**src/rtl/wkup_pkg.sv**
```systemverilog
package wkup_pkg;
  localparam int unsigned CFG_W   = 3;
  localparam int unsigned POL_BIT = CFG_W - 1;

  // 1 when the pin is at its active level
  function automatic logic pin_active(logic lvl, logic act_high);
    return ~(lvl ^ act_high);
  endfunction
endpackage

```
**src/rtl/wkup_mask_reg.sv**
```systemverilog
module wkup_mask_reg #(
  parameter int unsigned W = 16
) (
  input  logic         clk_i,
  input  logic         rst_ni,
  input  logic         we_i,
  input  logic [W-1:0] wdata_i,
  output logic [W-1:0] mask_o
);
  always_ff @(posedge clk_i or negedge rst_ni) begin
    if (!rst_ni)   mask_o <= '0;
    else if (we_i) mask_o <= wdata_i;
  end
endmodule

```
**src/rtl/wkup_src_gate.sv**
```systemverilog
module wkup_src_gate
  import wkup_pkg::*;
#(
  parameter int unsigned N_INT = 12,
  parameter int unsigned N_EXT = 4,
  localparam int unsigned N_SRC = N_INT + N_EXT
) (
  input  logic [N_INT-1:0]       int_raw_i,
  input  logic [N_EXT-1:0]       ext_pin_i,
  input  logic [CFG_W*N_EXT-1:0] ext_cfg_i,
  input  logic [N_SRC-1:0]       mask_i,
  output logic [N_SRC-1:0]       act_o
);
  for (genvar n = 0; n < N_EXT; n++) begin : g_ext
    assign act_o[n] = pin_active(ext_pin_i[n], ext_cfg_i[CFG_W*n+POL_BIT]) & ~mask_i[n];
  end
  for (genvar i = 0; i < N_INT; i++) begin : g_int
    assign act_o[N_EXT+i] = int_raw_i[i] & ~mask_i[N_EXT+i];
  end
endmodule

```
**src/rtl/wkup_pend_term.sv**
```systemverilog
module wkup_pend_term #(
  parameter int unsigned N_INT = 12
) (
  input  logic             clk_i,
  input  logic             rst_ni,
  input  logic             clk_stop_i,
  input  logic [N_INT-1:0] pend_i,
  input  logic [N_INT-1:0] irq_en_i,
  output logic             term_o
);
  logic req_q;

  always_ff @(posedge clk_i or negedge rst_ni) begin
    if (!rst_ni) req_q <= 1'b0;
    else         req_q <= |(pend_i & irq_en_i);
  end

  // stale register value must not reach the output once clock is gone
  assign term_o = req_q & ~clk_stop_i;
endmodule

```
**src/rtl/wkup_event_gen.sv**
```systemverilog
module wkup_event_gen
  import wkup_pkg::*;
#(
  parameter int unsigned N_INT = 12,
  parameter int unsigned N_EXT = 4,
  localparam int unsigned N_SRC = N_INT + N_EXT
) (
  input  logic                   clk_i,
  input  logic                   rst_ni,
  input  logic                   clk_stop_i,
  input  logic                   mask_we_i,
  input  logic [N_SRC-1:0]       mask_wdata_i,
  input  logic [N_INT-1:0]       int_raw_i,
  input  logic [N_EXT-1:0]       ext_pin_i,
  input  logic [CFG_W*N_EXT-1:0] ext_cfg_i,
  input  logic [N_INT-1:0]       pend_i,
  input  logic [N_INT-1:0]       irq_en_i,
  output logic                   wake_o
);
  logic [N_SRC-1:0] mask_q;
  logic [N_SRC-1:0] src_act;
  logic             pend_term;

  wkup_mask_reg #(.W(N_SRC)) i_mask (
    .clk_i, .rst_ni,
    .we_i    (mask_we_i),
    .wdata_i (mask_wdata_i),
    .mask_o  (mask_q)
  );

  wkup_src_gate #(.N_INT(N_INT), .N_EXT(N_EXT)) i_gate (
    .int_raw_i, .ext_pin_i, .ext_cfg_i,
    .mask_i (mask_q),
    .act_o  (src_act)
  );

  wkup_pend_term #(.N_INT(N_INT)) i_pend (
    .clk_i, .rst_ni, .clk_stop_i, .pend_i, .irq_en_i,
    .term_o (pend_term)
  );

  assign wake_o = (|src_act) | pend_term;
endmodule

```
**config.mk**
```make
export PLATFORM = sky130hd
export DESIGN_NAME = wkup_event_gen
export DESIGN_NICKNAME = d
export VERILOG_FILES = /design/src/rtl/wkup_pkg.sv /design/src/rtl/wkup_mask_reg.sv /design/src/rtl/wkup_src_gate.sv /design/src/rtl/wkup_pend_term.sv /design/src/rtl/wkup_event_gen.sv
export SDC_FILE = /design/constraint.sdc
export NUM_CORES = 1
export LEC_CHECK = 0
export ABC_AREA = 1
export BUFFER_PORTS_ARGS = -buffer_cell sky130_fd_sc_hd__buf_2
export CAP_MARGIN = 5
export CORE_ASPECT_RATIO = 0.8
export CORE_UTILIZATION = 25
export DETAILED_ROUTE_END_ITERATION = 8
export GPL_ROUTABILITY_DRIVEN = 0
export GPL_TIMING_DRIVEN = 0
export MAX_ROUTING_LAYER = met4
export PLACE_DENSITY_LB_ADDON = 0.15
export SYNTH_ARGS = -nofsm -noshare
export SYNTH_HDL_FRONTEND = slang
export SYNTH_HIERARCHICAL = 1
export SYNTH_SLANG_ARGS = --single-unit
```
**constraint.sdc**
```tcl
create_clock -name clk_i -period 1.1 [get_ports clk_i]
set_input_delay 0.11 -clock clk_i [delete_from_list [all_inputs] [get_ports clk_i]]
set_output_delay 0.11 -clock clk_i [all_outputs]
set_load 0.05 [all_outputs]
```
After elaboration in Yosys (flattened, before gate mapping)
Index checks and enable logic that the tools add are counted.

Register bits: 17. Output and inout port bits: 1.

Bitwise logic cells: 44. Reductions and logical operators: 2.

Operator list (number): 1-bit NOT (21); 1-bit bitwise AND (17); 16-bit OR reduction (1); 12-bit bitwise AND (1); 12-bit OR reduction (1); 1-bit XOR (4); 1-bit OR (1).

Depth between registers and ports, before layout
Gate-level depths: netlist of run 1.

Depth after elaboration: 5. Gate-level depth with buffers: 7. Depth with buffers taken out: 7.

Cells and area by module
The synthesis of run 1 kept the hierarchy.

Modules (own cells, without submodules): wkup_mask_reg (times used 1, cells an instance 68, area each 644.4 sq um); wkup_src_gate (times used 1, cells an instance 48, area each 180.2 sq um); wkup_pend_term (times used 1, cells an instance 25, area each 116.4 sq um); wkup_event_gen (times used 1, cells an instance 14, area each 57.6 sq um).

Worst setup path after synthesis of run 1
OpenSTA, ideal clock, no wires.

Path type: register -> output. Start: register i_mask.mask_o[1]. End: output port wake_o. Arrival time: 1.133 ns. Setup slack: -0.143 ns. Cell stages (with the launch flop): 7. Cell sequence: dfrtp_1 > inv_1 > nand2_1 > nor2_1 > or2_1 > nor2_1 > nand3_1.

Longest elaborated chain between the ends: 4.

Ends and longest elaborated chain: start, declared (RTL line wkup_mask_reg.sv:8) `output logic [W-1:0] mask_o`; start signal, assigned (RTL line wkup_mask_reg.sv:12) `else if (we_i) mask_o <= wdata_i;`; 1-bit NOT (RTL line wkup_src_gate.sv:15) `assign act_o[n] = pin_active(ext_pin_i[n], ext_cfg_i[CFG_W*n+POL_BIT]) & ~mask_i[n];`; 1-bit bitwise AND (RTL line wkup_src_gate.sv:15); net src_act[1] (RTL line wkup_event_gen.sv:21) `logic [N_SRC-1:0] src_act;`; 16-bit OR reduction (RTL line wkup_event_gen.sv:42) `assign wake_o = (|src_act) | pend_term;`; 1-bit OR (RTL line wkup_event_gen.sv:42); end, declared (RTL line wkup_event_gen.sv:18) `output logic wake_o`.

The timed path passes the listed nets, and every way through them passes these cells.

Worst setup path after layout of run 1
Start: register i_mask.mask_o[0]. End: output port wake_o.

The elaborated chain is that of the path after synthesis.

==> results of run 1 <==
cell type report:
type	instances	area [um^2]	share of cell area, %
clock buffers	3	41.3	2.78
inverters	22	87.6	5.90
clock inverters	1	5.00	0.337
flip-flops and latches	17	425	28.7
multi-input cells	113	463	31.2
repair buffers	66	350	23.6
well taps	55	68.8	4.64
plain buffers	3	42.5	2.87
sequential cells by signal, indices dropped and copies added (netlist names):
| signal | flops |
|---|---|
| i_pend/req_q | 1 |
| i_mask/mask_o | 16 |
critical path: stages, from the launching register on:
cell and delay (ns):
sky130_fd_sc_hd__dfrtp_1 0.34, sky130_fd_sc_hd__inv_1 0.04, sky130_fd_sc_hd__nand2_1 0.05, sky130_fd_sc_hd__nor2_1 0.03, sky130_fd_sc_hd__or2_1 0.23, sky130_fd_sc_hd__nor2_2 0.14
sky130_fd_sc_hd__nand3_4 0.08, sky130_fd_sc_hd__buf_8 0.15
per-layer routing:
metal,wire length [um],up-vias
met5,0,-
met2,1010,23
met3,104,0
li1,-,588
met4,0,0
met1,1200,412
worst paths after layout:
check | start | endpoint | cells after the start
min reg2reg | i_mask/mask_o[15] | i_mask/mask_o[15] | 2
min in group asynchronous | rst_ni | i_mask/mask_o[9] | 2
max reg2reg | i_mask/mask_o[1] | i_mask/mask_o[1] | 3
max in group asynchronous | rst_ni | i_mask/mask_o[0] | 2
max | i_mask/mask_o[0] | wake_o | 7
min | mask_wdata_i[2] | i_mask/mask_o[2] | 3
power breakdown:
part           internal [mW]  switching, mW  total (mW)
Combinational          0.175          0.158       0.332
Clock                  0.251          0.214       0.465
Sequential             0.678         0.0289       0.707
through the flow:
step / instances / TNS (ns) / setup slack [ns]
CTS: 280 / -0.349 / -0.349
floorplan: 155 / 0 / 0.0216
global route: 280 / -0.407 / -0.407
global placement: 273 / -0.157 / -0.157
finish: 280 / -0.325 / -0.325
detailed placement: 273 / -0.162 / -0.162
repair_timing:
action | in CTS | in global routing
setup endpoints to repair | 1 | 1
setup buffers | 2 | 0
hold buffers | 1 | 0
hold endpoints to repair | 17 | 0
gates resized for setup | 4 | 0
pin swaps | 3 | 0
cell families after synthesis:
logic type	Yosys count
buf+inv	25
simple gates	113
flops	17
cell usage in the layout, fill, tap and decap left out, drive strengths merged:
| cell | count |
|---|---|
| clkbuf | 3 |
| nor3 | 1 |
| nand2 | 77 |
| or2 | 1 |
| clkinv | 1 |
| dfrtp | 17 |
| inv | 22 |
| nand3 | 2 |
| nor2 | 32 |
| buf | 68 |
| dlygate4sd3 | 1 |
==> results.md, run 1 <==
* Layout cell share with drive strength beyond 1 at 36.0%
* Die Wd at 72.7 um
* Buffer type at the clock tree root: sky130_fd_sc_hd__clkbuf_8
* Starting density of the core at 26.3%
* Utilization of the core after routing at 39.0%
* Synth Instances at 155
* H-Tree Depth at 1
* Worst-case vdd ir drop at 0.527 mV
* Drt initial violations at 37
* Overall power after layout at 1.50 mW
* Grt peak-use layer: met2
* FF-to-FF setup slack at 0.40 ns
* Clock latency at the later pin of the worst-skew pair at 0.25 ns
* Commonest cells in the netlist: sky130_fd_sc_hd__nand2_1, sky130_fd_sc_hd__nor2_1, sky130_fd_sc_hd__inv_1
* Post-synthesis share of cell area spent on xor and xnor gates at 0%
* Final Max Tran Viols at 0
* Relative slew slack at 74.2%
* Post-synth top flop: sky130_fd_sc_hd__dfrtp_1
* Cell types with the largest area share after synthesis: sky130_fd_sc_hd__dfrtp_1, sky130_fd_sc_hd__nand2_1, sky130_fd_sc_hd__nor2_1
* Post-synthesis to final-layout area growth at 48.6%
* Post-Synth Adder-Cell Area at 0%
* HPWL Detailed at 1.88 mm
* Post-route clock period utilization at 130%
* Setup clock skew after layout at 0 ns
* First-pass GRT wire length at 3.93 mm
* Share of Yosys cell area claimed by the top area cell type at 42.6%
* Synth area leader: sky130_fd_sc_hd__dfrtp_1
* Violations in the final reports: setup timing
* Number of buffers on the longest clock path at 2
* Via count normalized by instance count at 3.65
* Vias in the first global route at 918
* Worst-path fanout max at 2
* Final cell area excluding filler cells at 0.00148 mm^2
* Wire length per cell after detailed routing at 8.25 um
* Overall track demand over capacity in global routing at 12.7%
* Required time of the critical path at 0.99 ns
* First drt pass iteration count at 4
* Placed instance area at 0.00140 mm^2
* Mux contribution to synthesized area at 0%
* Chip Height at 58.5 um
* Hold Crit Class: input pin to flop
* Cell Pwr Density at 1010 mW/mm^2
* Met3 global-route usage at 4.45%
* Max cap viols at 0
* Total core area at 0.00380 mm^2
* Worst Hold Margin at 0.0530 ns
* Final antenna diode count at 0
* Final WL at 2.31 mm
* Yosys warning total at 6
* Sink count of the clock tree at 17
* Number of enable flip-flop cells after synthesis at 0
* Area of the mapped netlist at 998 um^2
* Met2 Resource Use GR at 20.2%
* Number of buffers created by CTS at 3
* Compound-cell area share of the yosys netlist at 0%
* Initial antenna violation count at 0
* Overall via count from detail_route at 1023
* CTS tree: built
* Slew @ Worst Pin at 0.386 ns
* Unrepaired setup endpoints after global routing: yes
* Unique cell type count in the Yosys netlist at 11
* Site row count at 20
* Number of antenna-violating nets in the routed design at 0
* Fmax at 702 MHz
* Dominant combinational cell family by area after synthesis: simple AND/OR/NAND/NOR gates
* Fill cell instance count of the final layout at 439
* Reported leakage power at 0.925 nW
* Fraction of registers with async set or reset after synthesis at 100%
* Final setup violation count at 1
* Floorplan die area at 0.00425 mm^2
* Maximum number of pins on one net before global-route repair at 18
* Final nets at 298
* Crit path arrival time at 1.32 ns
* Simple-gate share of the synthesized area at 44.4%
* Count of input and output buffers at 63
* Overflow after GRT at 0
* Final number of hold-violating endpoints at 0
* Nature of the critical path endpoint: output port
* Crit path kind: flop to output port
* Sequential element share of the synthesized area at 42.6%
* Min Tclk post-route at 1.43 ns
* Number of storage elements in the synthesis netlist at 17
* Average cell area after synthesis at 6.44 um^2
* Run status: finished, violations left
* Worst-path clk slew at 0.07 ns
* IO Count at 73
* Crit path launch type: flop
* Met1 layer usage reported by global route at 16.2%
* Synthesized netlist net count at 227
* Remaining routing DRC violations at 0
* Worst path setup slack after routing at -0.325 ns
* Most instantiated library cell after synthesis: sky130_fd_sc_hd__nand2_1
Power figures use the tool's default switching activity.
==> inputs of run 2 (changes only) <==
--- a/config.mk
+++ b/config.mk
@@ -5,7 +5,6 @@
 export SDC_FILE = /design/constraint.sdc
 export NUM_CORES = 1
 export LEC_CHECK = 0
-export ABC_AREA = 1
 export BUFFER_PORTS_ARGS = -buffer_cell sky130_fd_sc_hd__buf_2
 export CAP_MARGIN = 5
 export CORE_ASPECT_RATIO = 0.8
==> results.md, run 2 <==
* Run status: finished, violations left
* Violations in the final reports: setup timing
* Unique cell type count in the Yosys netlist at 14
* Reported leakage power at 0.684 nW
* Chip Height at 56.2 um
* Overall via count from detail_route at 765
* Worst r2r path cells at 1
* Drt initial violations at 11
* Setup TNS at -0.695 ns
* Number of buffers on the longest clock path at 2
* Final antenna diode count at 0
* Internal cell power at 1.15 mW
* Register containing the most flip-flops in the final layout: i_mask/mask_o
* Synth Instances at 69
* Worst path setup slack after routing at -0.695 ns
* Number of antenna-violating nets in the routed design at 0
* Gate power share at 22.2%
* Count of input and output buffers at 63
* CP Capture Point: wake_o
* Slew @ Worst Pin at 0.385 ns
* Setup clock skew after layout at 0 ns
* Crit path launch type: flop
* Worst-path fanout max at 2
* Post-synth top flop: sky130_fd_sc_hd__dfrtp_1
* Area of the mapped netlist at 918 um^2
* Max cap viols at 0
* Unrepaired setup endpoints after global routing: yes
* Registers with the highest flip-flop counts: i_mask/mask_o x16, i_pend/req_q x1
* Cell Pwr Density at 1100 mW/mm^2
* Fraction of registers with async set or reset after synthesis at 100%
* Site row count at 19
* Synthesized netlist net count at 141
* Overflow after GRT at 0
* CTS tree: built
* Post-route clock period utilization at 163%
* First-pass GRT wire length at 3.34 mm
* Layout cell share with drive strength beyond 1 at 67.2%
* Clock latency at the later pin of the worst-skew pair at 0.25 ns
* Reg power frac at 47.3%
* Cell types with the largest area share after synthesis: sky130_fd_sc_hd__dfrtp_1, sky130_fd_sc_hd__mux2_4, sky130_fd_sc_hd__nor2b_1
* Crit path kind: flop to output port
* Final WL at 2.12 mm
* Relative slew slack at 74.3%
* Maximum number of pins on one net before global-route repair at 18
* Most instantiated library cell after synthesis: sky130_fd_sc_hd__dfrtp_1
* FF-to-FF setup slack at 0.34 ns
* Average cell area after synthesis at 13.3 um^2
* Final Max Tran Viols at 0
* Vias in the first global route at 824
* Final number of hold-violating endpoints at 0
* Number of buffers created by CTS at 3
* Initial antenna violation count at 0
* Sink count of the clock tree at 17
* Remaining routing DRC violations at 0
* Post-synthesis to final-layout area growth at 49.3%
* Utilization of the core after routing at 39.5%
* Yosys warning total at 6
* Sequential element share of the synthesized area at 46.3%
* IO Count at 73
* Total core area at 0.00347 mm^2
* First drt pass iteration count at 2
* Commonest cells in the netlist: sky130_fd_sc_hd__dfrtp_1, sky130_fd_sc_hd__nor2b_1, sky130_fd_sc_hd__mux2_4
* Number of storage elements in the synthesis netlist at 17
* Worst-case vdd ir drop at 0.599 mV
* Hold Crit Class: input pin to flop
* Synth area leader: sky130_fd_sc_hd__dfrtp_1
* Worst-path clk slew at 0.07 ns
* Floorplan die area at 0.00392 mm^2
* Die Wd at 69.8 um
* Wire length per cell after detailed routing at 11.9 um
* Crit path arrival time at 1.69 ns
* Final nets at 210
* Share of power burned in the clock network at 30.5%
* H-Tree Depth at 1
* Terminus of the critical flop-to-flop path: i_mask/mask_o[10]
* Switching component of the power at 0.362 mW
* Share of total power consumed by net switching at 23.9%
* Fmax at 557 MHz
* Commonest non-fill, non-tap cells in the layout: sky130_fd_sc_hd__buf_2, sky130_fd_sc_hd__dfrtp_1, sky130_fd_sc_hd__nor2b_1, sky130_fd_sc_hd__mux2_4, sky130_fd_sc_hd__mux2_2
* Required time of the critical path at 0.99 ns
* Overall track demand over capacity in global routing at 11.3%
* Starting density of the core at 26.5%
* Crit path launch: i_mask/mask_o[15]
* Min Tclk post-route at 1.80 ns
* Final setup violation count at 1
* Nature of the critical path endpoint: output port
* Flip-flop count of the largest register, all copies and words added at 16
* Number of enable flip-flop cells after synthesis at 0
* Share of Yosys cell area claimed by the top area cell type at 46.3%
* Buffer type at the clock tree root: sky130_fd_sc_hd__clkbuf_8
* Worst reg2reg startpoint: i_mask/mask_o[10]
* Most frequent standard cell in the layout excluding fill and tap cells: sky130_fd_sc_hd__buf_2
* Via count normalized by instance count at 4.27
-- run 2: worst max-delay path: stages (launching register included) --
cell	delay, ns
sky130_fd_sc_hd__dfrtp_1	0.34
sky130_fd_sc_hd__nor2b_1	0.05
sky130_fd_sc_hd__nor4_2	0.31
sky130_fd_sc_hd__nand4_1	0.12
sky130_fd_sc_hd__or4_4	0.43
sky130_fd_sc_hd__buf_6	0.17
-- run 2: cell type report --
class	instances	area, um^2
repair buffers	64	332
well taps	42	52.6
plain buffers	2	31.3
clock inverters	1	5.00
flip-flops and latches	17	425
clock buffers	3	41.3
multi-input cells	50	484
fillers	364	2100
-- run 2: power groups by stage --
stage | clock network (mW) | registers, mW | logic (mW)
2_1_floorplan | 0 | 0.719 | 0.177
3_3_place_gp | 0 | 0.726 | 0.318
3_5_place_dp | 0 | 0.727 | 0.325
4_1_cts | 0.489 | 0.716 | 0.337
5_1_grt | 0.523 | 0.725 | 0.368
6_report | 0.463 | 0.716 | 0.336
-- run 2: metal layers --
metal / GRT usage, % / share of wire, % / vias up
met3: 4.53 / 6.4 / 0
met4: 1.71 / 0 / 0
met5: - / 0 / -
met2: 19.5 / 52 / 23
met1: 12.6 / 42 / 359
li1: - / - / 383
-- run 2: cells by family (layout without fill, tap and decap cells) --
family	count (synthesis)	in the layout	share of synthesized area, %
AO/OA/AOI/OAI	6	6	7.77
AND/OR/NAND/NOR	24	24	15.0
XOR/XNOR	4	4	3.81
flip-flops	17	17	46.3
buffers and inverters	2	70	3.41
multiplexers	16	16	23.7
-- run 2: how the worst min path moves through the flow --
| stage | slack (ns) | cells past startpoint | startpoint | to |
|---|---|---|---|---|
| after floorplan | -0.19 | 0 | rst_ni | i_mask/mask_o[0] |
| after global placement | 0.06 | 1 | rst_ni | i_mask/mask_o[2] |
| after detailed placement | 0.05 | 1 | rst_ni | i_mask/mask_o[2] |
| after CTS | 0.07 | 2 | mask_wdata_i[11] | i_mask/mask_o[11] |
| after global routing | 0.07 | 2 | mask_wdata_i[9] | i_mask/mask_o[9] |
| final | 0.08 | 2 | mask_wdata_i[9] | i_mask/mask_o[9] |
-- run 2: what timing repair did --
| item | CTS | global route |
|---|---|---|
| endpoints found under the setup margin | 1 | 1 |
| hold endpoints to repair | 17 | 0 |
| hold buffers | 1 | 0 |
| pin swaps | 1 | 0 |
| setup buffers | 0 | 0 |
| resized for setup | 4 | 1 |
-- run 2: through the flow --
stage / total power, mW / setup WS, ns / instances / hold WS, ns / area (um^2)
floorplan: 0.896 / -0.259 / 69 / -0.186 / 922
global placement: 1.04 / -0.571 / 174 / 0.0604 / 1290
detailed placement: 1.05 / -0.566 / 174 / 0.0547 / 1290
CTS: 1.54 / -0.733 / 179 / 0.0730 / 1370
global route: 1.62 / -0.796 / 179 / 0.0682 / 1370
finish: 1.51 / -0.695 / 179 / 0.0831 / 1370
==> inputs of run 3 (changes only) <==
--- a/config.mk
+++ b/config.mk
@@ -14,6 +14,7 @@
 export GPL_TIMING_DRIVEN = 0
 export MAX_ROUTING_LAYER = met4
 export PLACE_DENSITY_LB_ADDON = 0.15
+export RECOVER_POWER = 100
 export SYNTH_ARGS = -nofsm -noshare
 export SYNTH_HDL_FRONTEND = slang
 export SYNTH_HIERARCHICAL = 1
==> results.md, run 3 (synthesized netlist as in run 2, its figures left out) <==
* Via count normalized by instance count at 4.30
* Initial antenna violation count at 0
* Layout cell share with drive strength beyond 1 at 59.1%
* Worst path setup slack after routing at -0.694 ns
* Slew @ Worst Pin at 0.428 ns
* Buffer type at the clock tree root: sky130_fd_sc_hd__clkbuf_8
* Most frequent standard cell in the layout excluding fill and tap cells: sky130_fd_sc_hd__buf_2
* Starting density of the core at 26.5%
* Fill cell instance count of the final layout at 378
* Crit path arrival time at 1.68 ns
* Overall power after layout at 1.47 mW
* Wire length per cell after detailed routing at 11.7 um
* Flip-flop count of the largest register, all copies and words added at 16
* Die Wd at 69.8 um
* Commonest non-fill, non-tap cells in the layout: sky130_fd_sc_hd__buf_2, sky130_fd_sc_hd__dfrtp_1, sky130_fd_sc_hd__nor2b_1, sky130_fd_sc_hd__mux2_1, sky130_fd_sc_hd__mux2_2
* Reported leakage power at 0.641 nW
* Final Max Tran Viols at 0
* Crit path kind: flop to output port
* Final nets at 210
* Post-placement worst setup slack at -0.566 ns
* Floorplan die area at 0.00392 mm^2
* Cell Pwr Density at 1110 mW/mm^2
* Required time of the critical path at 0.99 ns
* Post-route clock period utilization at 163%
* Register containing the most flip-flops in the final layout: i_mask/mask_o
* Relative slew slack at 71.5%
* Number of buffers created by CTS at 3
* Final WL at 2.09 mm
* Nature of the critical path endpoint: output port
* First drt pass iteration count at 2
* Sink count of the clock tree at 17
* Max cap viols at 0
* Remaining routing DRC violations at 0
* Vias in the first global route at 824
* Total routed wire length on the met1 layer at 864 um
* WHS Path Cells at 2
* Site row count at 19
* Final setup violation count at 1
* Drt initial violations at 6
* Met2 WL post-DR at 1.09 mm
* Min Tclk post-route at 1.79 ns
* Max layer used: met3
* Total core area at 0.00347 mm^2
* Overflow after GRT at 0
* Chip Height at 56.2 um
* Number of antenna-violating nets in the routed design at 0
* Overall via count from detail_route at 770
* Crit path launch type: flop
* Unrepaired setup endpoints after global routing: yes
* Clock latency at the later pin of the worst-skew pair at 0.25 ns
* Final number of hold-violating endpoints at 0
* Count of input and output buffers at 63
* Run status: finished, violations left
* Registers with the highest flip-flop counts: i_mask/mask_o x16, i_pend/req_q x1
* Overall track demand over capacity in global routing at 11.3%
* Worst-case vdd ir drop at 0.608 mV
* IO Count at 73
* CTS tree: built
* Setup clock skew after layout at 0 ns
* Hold Crit Class: input pin to flop
* H-Tree Depth at 1
* First-pass GRT wire length at 3.34 mm
* Final antenna diode count at 0
* Number of buffers on the longest clock path at 2
* Worst-path fanout max at 2
* Violations in the final reports: setup timing
* Total met3 wirelength after detailed routing at 136 um
* Maximum number of pins on one net before global-route repair at 18
* Worst-path clk slew at 0.07 ns
* Post-synthesis to final-layout area growth at 44.6%
* Worst r2r path cells at 1
* Fmax at 557 MHz
## run 3: final timing paths
path / startpoint / endpoint / slack [ns]
min: mask_wdata_i[12] / i_mask/mask_o[12] / 0.07
max reg2reg: i_mask/mask_o[11] / i_mask/mask_o[11] / 0.31
max: i_mask/mask_o[15] / wake_o / -0.69
max in group asynchronous: rst_ni / i_mask/mask_o[14] / 0.47
min in group asynchronous: rst_ni / i_mask/mask_o[2] / 0.32
min reg2reg: i_mask/mask_o[4] / i_mask/mask_o[4] / 0.49
## run 3: power breakdown
group	switching (mW)	total [mW]	internal, mW
registers	0.0284	0.713	0.685
clock network	0.211	0.462	0.251
logic	0.113	0.297	0.183
total	0.353	1.47	1.12
## run 3: through the flow
step	hold slack [ns]	util (%)	instances	TNS, ns	area (um^2)
3_5_place_dp	0.0547	37.2	174	-0.566	1290
5_1_grt	0.0624	38.2	179	-0.796	1330
4_1_cts	0.0730	39.3	179	-0.733	1370
6_report	0.0702	38.2	179	-0.694	1330
3_3_place_gp	0.0604	37.2	174	-0.571	1290
2_1_floorplan	-0.186	-	69	-0.259	922
## run 3: critical path, cell delays in order (launching register included)
cell,delay [ns]
sky130_fd_sc_hd__dfrtp_1,0.34
sky130_fd_sc_hd__nor2b_1,0.05
sky130_fd_sc_hd__nor4_2,0.31
sky130_fd_sc_hd__nand4_1,0.12
sky130_fd_sc_hd__or4_4,0.43
sky130_fd_sc_hd__buf_6,0.17
## run 3: final cells by class
cell class | instances | area (um^2) | share of cell area, %
sequential | 17 | 425 | 32.0
timing repair buffer | 64 | 332 | 25.0
clock buffer | 3 | 41.3 | 3.11
buffer | 2 | 31.3 | 2.36
clock inverter | 1 | 5.00 | 0.377
multi-input combinational | 50 | 440 | 33.2
tap | 42 | 52.6 | 3.96
## run 3: per-layer routing
layer  vias up  track usage [%]
met3         0             4.53
met1       364             12.6
met2        23             19.5
li1        383                -
met4         0             1.71
met5         -                -
## run 3: what timing repair did
| item | CTS | global route |
|---|---|---|
| endpoints found under the setup margin | 1 | 1 |
| hold buffers | 1 | 0 |
| setup buffers | 0 | 0 |
| endpoints found under the hold margin | 17 | 0 |
| gates resized for setup | 4 | 1 |
| pin swaps | 1 | 0 |
